`src/rtl/fbr_pkg.sv`:
```
package fbr_pkg;
  // Response of one side's decision logic.
  typedef struct packed {
    logic hold;
    logic retry;
  } fbr_resp_t;
endpackage

```
`src/rtl/fbr_pend_flag.sv`:
```
module fbr_pend_flag (
  input  logic clk,
  input  logic rst,
  input  logic set_i,
  input  logic clr_i,
  output logic flag_o
);
  // Registered set/clear bit; a set in the same cycle as a clear wins.
  always_ff @(posedge clk) begin
    if (rst)        flag_o <= 1'b0;
    else if (set_i) flag_o <= 1'b1;
    else if (clr_i) flag_o <= 1'b0;
  end
endmodule

```
`src/rtl/fbr_side_ctl.sv`:
```
module fbr_side_ctl
  import fbr_pkg::*;
#(
  parameter int CNT_W   = 4,
  parameter int DEC_LAT = 3
) (
  input  logic             clk,
  input  logic             rst,
  input  logic             en_i,
  input  logic             start_i,
  input  logic             is_read_i,
  input  logic             opp_pend_i,
  input  logic [CNT_W-1:0] own_cnt_i,
  output fbr_resp_t        resp_o
);
  localparam int TW = $clog2(DEC_LAT + 1);

  logic [TW-1:0] tmr_q;
  logic          rd_q;
  logic          fire;
  logic          want_retry;
  logic          want_hold;
  logic          own_empty;

  assign own_empty  = (own_cnt_i == '0);
  assign fire       = (tmr_q == TW'(1)) && rd_q && en_i;
  assign want_retry = fire && opp_pend_i;
  assign want_hold  = fire && !opp_pend_i && !own_empty;

  // Decode-latency timer, reloaded by every start strobe.
  always_ff @(posedge clk) begin
    if (rst) begin
      tmr_q <= '0;
      rd_q  <= 1'b0;
    end else if (start_i) begin
      tmr_q <= TW'(DEC_LAT);
      rd_q  <= is_read_i;
    end else if (tmr_q != '0) begin
      tmr_q <= tmr_q - TW'(1);
    end
  end

  // Retry is a pulse; hold is a level released once the FIFO is empty.
  always_ff @(posedge clk) begin
    if (rst) begin
      resp_o <= '0;
    end else begin
      resp_o.retry <= want_retry;
      if (want_hold)      resp_o.hold <= 1'b1;
      else if (own_empty) resp_o.hold <= 1'b0;
    end
  end
endmodule

```
`src/rtl/fbr_order_ctl.sv`:
```
module fbr_order_ctl
  import fbr_pkg::*;
#(
  parameter int CNT_W   = 4,
  parameter int DEC_LAT = 3
) (
  input  logic             clk,
  input  logic             rst,
  input  logic             cpu_flush_en,
  input  logic             pci_flush_en,
  input  logic             cpu_start,
  input  logic             cpu_is_read,
  input  logic             cpu_wr_commit,
  input  logic             pci_start,
  input  logic             pci_is_read,
  input  logic             pci_wr_accept,
  input  logic             pci_wr_done,
  input  logic [CNT_W-1:0] to_pci_cnt,
  input  logic [CNT_W-1:0] to_cpu_cnt,
  output logic             cpu_hold,
  output logic             cpu_retry,
  output logic             pci_hold,
  output logic             pci_retry
);
  logic      cpu_pend;   // processor posted write not yet drained to PCI
  logic      pci_pend;   // PCI posted write not yet completed on processor bus
  fbr_resp_t cpu_resp;
  fbr_resp_t pci_resp;

  fbr_pend_flag u_cpu_pend (
    .clk    (clk),
    .rst    (rst),
    .set_i  (cpu_wr_commit),
    .clr_i  (to_pci_cnt == '0),
    .flag_o (cpu_pend)
  );

  fbr_pend_flag u_pci_pend (
    .clk    (clk),
    .rst    (rst),
    .set_i  (pci_wr_accept),
    .clr_i  (pci_wr_done),
    .flag_o (pci_pend)
  );

  fbr_side_ctl #(.CNT_W(CNT_W), .DEC_LAT(DEC_LAT)) u_cpu_side (
    .clk        (clk),
    .rst        (rst),
    .en_i       (cpu_flush_en),
    .start_i    (cpu_start),
    .is_read_i  (cpu_is_read),
    .opp_pend_i (pci_pend),
    .own_cnt_i  (to_pci_cnt),
    .resp_o     (cpu_resp)
  );

  fbr_side_ctl #(.CNT_W(CNT_W), .DEC_LAT(DEC_LAT)) u_pci_side (
    .clk        (clk),
    .rst        (rst),
    .en_i       (pci_flush_en),
    .start_i    (pci_start),
    .is_read_i  (pci_is_read),
    .opp_pend_i (cpu_pend),
    .own_cnt_i  (to_cpu_cnt),
    .resp_o     (pci_resp)
  );

  assign cpu_hold  = cpu_resp.hold;
  assign cpu_retry = cpu_resp.retry;
  assign pci_hold  = pci_resp.hold;
  assign pci_retry = pci_resp.retry;
endmodule

```
`config.mk`:
```
export PLATFORM = sky130hd
export DESIGN_NAME = fbr_order_ctl
export DESIGN_NICKNAME = d
export VERILOG_FILES = /design/src/rtl/fbr_pkg.sv /design/src/rtl/fbr_pend_flag.sv /design/src/rtl/fbr_side_ctl.sv /design/src/rtl/fbr_order_ctl.sv
export SDC_FILE = /design/constraint.sdc
export NUM_CORES = 1
export LEC_CHECK = 0
export BUFFER_PORTS_ARGS = -buffer_cell sky130_fd_sc_hd__buf_2
export CAP_MARGIN = 20
export CORE_AREA = 3 3 40 42
export DETAILED_ROUTE_END_ITERATION = 10
export DIE_AREA = 0 0 43 45
export PLACE_DENSITY_LB_ADDON = 0.15
export SYNTH_ARGS = -nofsm -noshare
export SYNTH_HDL_FRONTEND = slang
export SYNTH_SLANG_ARGS = --single-unit
```
`constraint.sdc`:
```
create_clock -name clk -period 1.1 [get_ports clk]
set_input_delay 0.22 -clock clk [delete_from_list [all_inputs] [get_ports clk]]
set_output_delay 0.22 -clock clk [all_outputs]
set_load 0.01 [all_outputs]
```
* Word-level counts from Yosys, hierarchy flattened
Index checks and enable logic that the tools add are counted.
Storage, ports and cells: flip-flop bits (word level) 12, word-level logic and storage cells 49, output and inout port bits 4, input bits 19
Operators by class: mux-type cells 11, reduce and logical (&&, ||, !) cells 24, add/subtract/negate cells 2, equality and inequality tests 2
Operator list (count):
- 2-bit nonzero test | 8
- 1-bit logical AND | 10
- 4-bit zero test | 2
- 2-bit 2-to-1 mux | 4
- 1-bit 2-to-1 mux | 7
- 2-bit by 1-bit equality test with 1-bit output, second input constant | 2
- 1-bit zero test | 4
- 2-bit by 1-bit subtractor with 2-bit output, second input constant | 2

* Logic depth before layout (Yosys ltp)
word-level depth 6, depth in mapped cells 5, gate-level depth less buffers 5

* Modules after synthesis
Synthesis repeated with hierarchy kept, for this count alone.
Second synthesis, totals: cell total of the unflattened synthesis 53, area total of the unflattened synthesis 523.0 sq um
By module, submodules not included:
- fbr_side_ctl | cells an instance 22, instances 2, area an instance 216.5 sq um
- fbr_pend_flag | cells an instance 4, instances 2, area an instance 38.8 sq um
- fbr_order_ctl | cells an instance 1, instances 1, area an instance 12.5 sq um

* Least setup slack after synthesis
No wires, ideal clock.
path kind input to register, from input port to_pci_cnt[1], to register u_cpu_pend.flag_o, setup time 0.127 ns, slack 0.062 ns, data arrival time 0.911 ns, buffers on the path 0, stages 3, path through or4_4 a21oi_2 nor2_1
On the way: longest elaborated chain between the ends 2
RTL lines:
- start: declaration | RTL line fbr_order_ctl.sv:18 | input logic [CNT_W-1:0] to_pci_cnt,
- 4-bit zero test | RTL line fbr_order_ctl.sv:34 | .clr_i (to_pci_cnt == '0),
- 2-bit nonzero test (no source line)
- end signal: assignment | RTL line fbr_pend_flag.sv:10 | if (rst) flag_o <= 1'b0;
- end signal: assignment | RTL line fbr_pend_flag.sv:11 | else if (set_i) flag_o <= 1'b1;
- end signal: assignment | RTL line fbr_pend_flag.sv:12 | else if (clr_i) flag_o <= 1'b0;
- end: declaration | RTL line fbr_pend_flag.sv:6 | output logic flag_o
Every way passes these cells. A chain may end at the register's enable or synchronous reset.

* Worst setup path after layout
from register u_cpu_side.tmr_q[0], to register u_cpu_side.tmr_q[1]
On the way: longest elaborated chain between the ends 3, elaborated cells on any way between the ends 5, those cells by class 1 x add/sub; 2 x mux; 2 x reduce/logical
RTL lines:
- start: declaration | RTL line fbr_side_ctl.sv:18 | logic [TW-1:0] tmr_q;
- start signal: assignment | RTL line fbr_side_ctl.sv:36 | tmr_q <= TW'(DEC_LAT);
- start signal: assignment | RTL line fbr_side_ctl.sv:39 | tmr_q <= tmr_q - TW'(1);
- 2-bit by 1-bit subtractor with 2-bit output | RTL line fbr_side_ctl.sv:39
- 2-bit 2-to-1 mux | RTL line fbr_side_ctl.sv:38 | end else if (tmr_q != '0) begin
- 2-bit 2-to-1 mux | RTL line fbr_side_ctl.sv:35 | end else if (start_i) begin
Several ways; a longest one is shown, not always the timed one. The select of a mux whose other input is x is not followed.

==> impl_metrics.ini <==
[final_layout]
fillerInstances = 128
layout.nets = 100
syn2layout_area_growth_pct = 32.27
drive_gt1_share_pct = 42.11
postLayoutCellArea_um2 = 671.9
multi_input_area_um2 = 241.5
seqCellArea_um2 = 242.7
antenna_cells = 0
final_cell_count_no_fill = 91
post-route-util_pct = 52.29

[floorplanning]
die_y_um = 45
core-area_um2 = 1285
num_io_pins = 23
fp-row-count = 13
die-width_um = 43
die-area_um2 = 1935
initial_core_util_pct = 39.53

[cts]
cts_buffer_depth = 2
clock-sinks = 12
cts_root_buf = clkbuf_4
worstSkewPairLatency_ns = 0.27
htreeDepth = 1
clkTransAtPathRegs_ns = 0.07
postCtsSetupRepairBufs = 0
numCtsBuffers = 3
cts_tree = done

[synth]
synth_nets = 74
async_flop_share_pct = 0
synthDistinctLibCells = 18
avgSynthCellArea_um2 = 9.961
synth_seq_cells = 12
synth_top_area_share_pct = 47.29
yosys.area.top_type = dfxtp_1
synth_top_cells_by_area = dfxtp_1 47%, ha_1 9.9%, mux2i_1 7.9%
synth_edf_count = 0
syn-cell-area_um2 = 508.0
yosysMostFrequentCell = dfxtp_1
synth_commonest_cells = 12 x dfxtp_1, 8 x nor2_1, 6 x inv_1
synth-seq-area-share_pct = 47.29
synthesis.instances = 51
yosys_warnings = 0
yosys_most_used_dff = dfxtp_1

[power]
pwr_density_cell_nw_per_um2 = 1451
power_leakage_nw = 0.3350
switching_power_w = 0.0002243
share_comb_of_total_power_pct = 15.6
intPower_w = 0.0007506
vdd_drop_max_mv = 0.8569
p_sw_share_pct = 23.01
pwr-share-clk_pct = 35.0
p_seq_share_pct = 49.4

[drt]
drc = 0
drt_wl_total_um = 892
drt_iter0_markers = 3
avgRoutedWirePerCell_um = 9.802
vias_per_cell = 4.736
dr.pass1.iters = 3
drtAntennaViolNets = 0
vias = 431

[setup_path]
critPathMaxFanout = 3
required_ns = 1.27
critical_path_class = register to register
worstSetupStartpointType = register
cp.arrival_ns = 1.21
endpoint_kind = register
rrSetupSlack_ns = 0.06

[place]
dpl-instance-area_um2 = 633.1
dpl.hpwl_um = 712.4
gp_congestion = 0.6987
port_buffers = 22
place_inst = 87

[grt]
grt_pass1_vias = 404
grt_pass1_wl_um = 1538
grt_overflow_total = 0
grt_max_degree = 13
gr-usage-all-layers_pct = 11.20
antenna_found_initial = 0

[sta]
hold_viol = 0
skew_ns = 0.005201
finalSetupViolCount = 0
rsz0062_at_grt = false
slew_viol_final = 0
timing.setup.tns_ns = 0
fin_crit_ns = 1.038
clock.fmax_mhz = 963.6
whs_ns = 0.1505
finalCritPeriodShare_pct = 94.34
worst_slew_pin_slew_ns = 0.2400
max_slew_margin_pct = 83.86

[run]
drv_cap = 0

[hold_path]
worstHoldPathType = primary input to register

[status]
outcome = finished clean
layout make-up:
type                    instances  area share, %
flip-flops and latches         12          36.13
inverters                       6          3.352
clock buffers                   4          5.400
multi-input cells              32          35.94
repair buffers                 22          16.39
well taps                      15          2.793
through the flow:
step                      setup slack, ns  total power (W)
final                             0.06224        0.0009749
after global routing              0.01189         0.001063
after detailed placement         -0.05420        0.0006443
after CTS                         0.01486        0.0009895
after floorplan                   0.06207        0.0005909
after global placement           -0.04347        0.0006399
power groups by stage:
stage	combinational [W]	clock, W	sequential, W
after detailed placement	0.000154	0	0.000490
after floorplan	0.000104	0	0.000487
final	0.000152	0.000341	0.000482
after global placement	0.000150	0	0.000489
after global routing	0.000175	0.000402	0.000486
after CTS	0.000155	0.000355	0.000480
cells by family after synthesis:
group / synth area share, %
AOI/OAI and AO/OA: 9.853
xor gates and xnor gates: 3.449
adders and majority gates: 9.853
buffers and inverters: 5.171
DFF: 47.29
muxes: 7.882
and+or+nand+nor: 16.50
state kept, by name (all words and copies together), names as in the netlist:
register	flops
u_cpu_pend.flag_o	1
u_cpu_side.rd_q	1
u_cpu_side.resp_o	2
u_cpu_side.tmr_q	2
u_pci_pend.flag_o	1
u_pci_side.rd_q	1
u_pci_side.resp_o	2
u_pci_side.tmr_q	2
worst paths after layout:
kind,from,endpoint,cells after the start
worst min register to register,u_pci_side.rd_q,u_pci_side.resp_o[0],2
worst max register to register,u_cpu_side.tmr_q[0],u_cpu_side.tmr_q[1],4
worst min-delay path,pci_wr_accept,u_pci_pend.flag_o,3
worst max-delay path,u_cpu_side.tmr_q[0],u_cpu_side.tmr_q[1],4
cells in the final DEF (no fill, tap or decap), drive strengths merged:
cell type	netlist	routed
xnor2	2	2
clkbuf	1	4
mux2i	4	4
nor3	2	2
nor4	1	1
nor2	8	8
o21ba	2	2
and3b	1	1
ha	4	4
buf	0	22
a21oi	2	2
nand3	2	2
or4	1	1
dfxtp	12	12
nor3b	1	1
a41oi	1	1
inv	6	6
o21bai	1	1
worst max-delay path, stage by stage, from the launching register on:
cell and delay (ns):
dfxtp_2 0.36, inv_1 0.05, ha_1 0.22, mux2i_1 0.12, o21ba_2 0.19
layer usage:
| metal | routed length, um | track usage [%] | part of all wire [%] | up-vias |
|---|---|---|---|---|
| met5 | 0 | 0 | 0 | - |
| met4 | 8 | 5.422 | 0.90 | 0 |
| met3 | 106 | 7.968 | 12 | 2 |
| met2 | 418 | 17.37 | 47 | 20 |
| met1 | 359 | 11.46 | 40 | 187 |
| li1 | - | - | - | 222 |
repair_timing:
item | 4_1_cts | 5_1_grt
hold buffers | 0 | 0
resized for setup | 0 | 2
endpoints found under the setup margin | 0 | 3
Note: power is estimated with default switching activity, not from simulation.
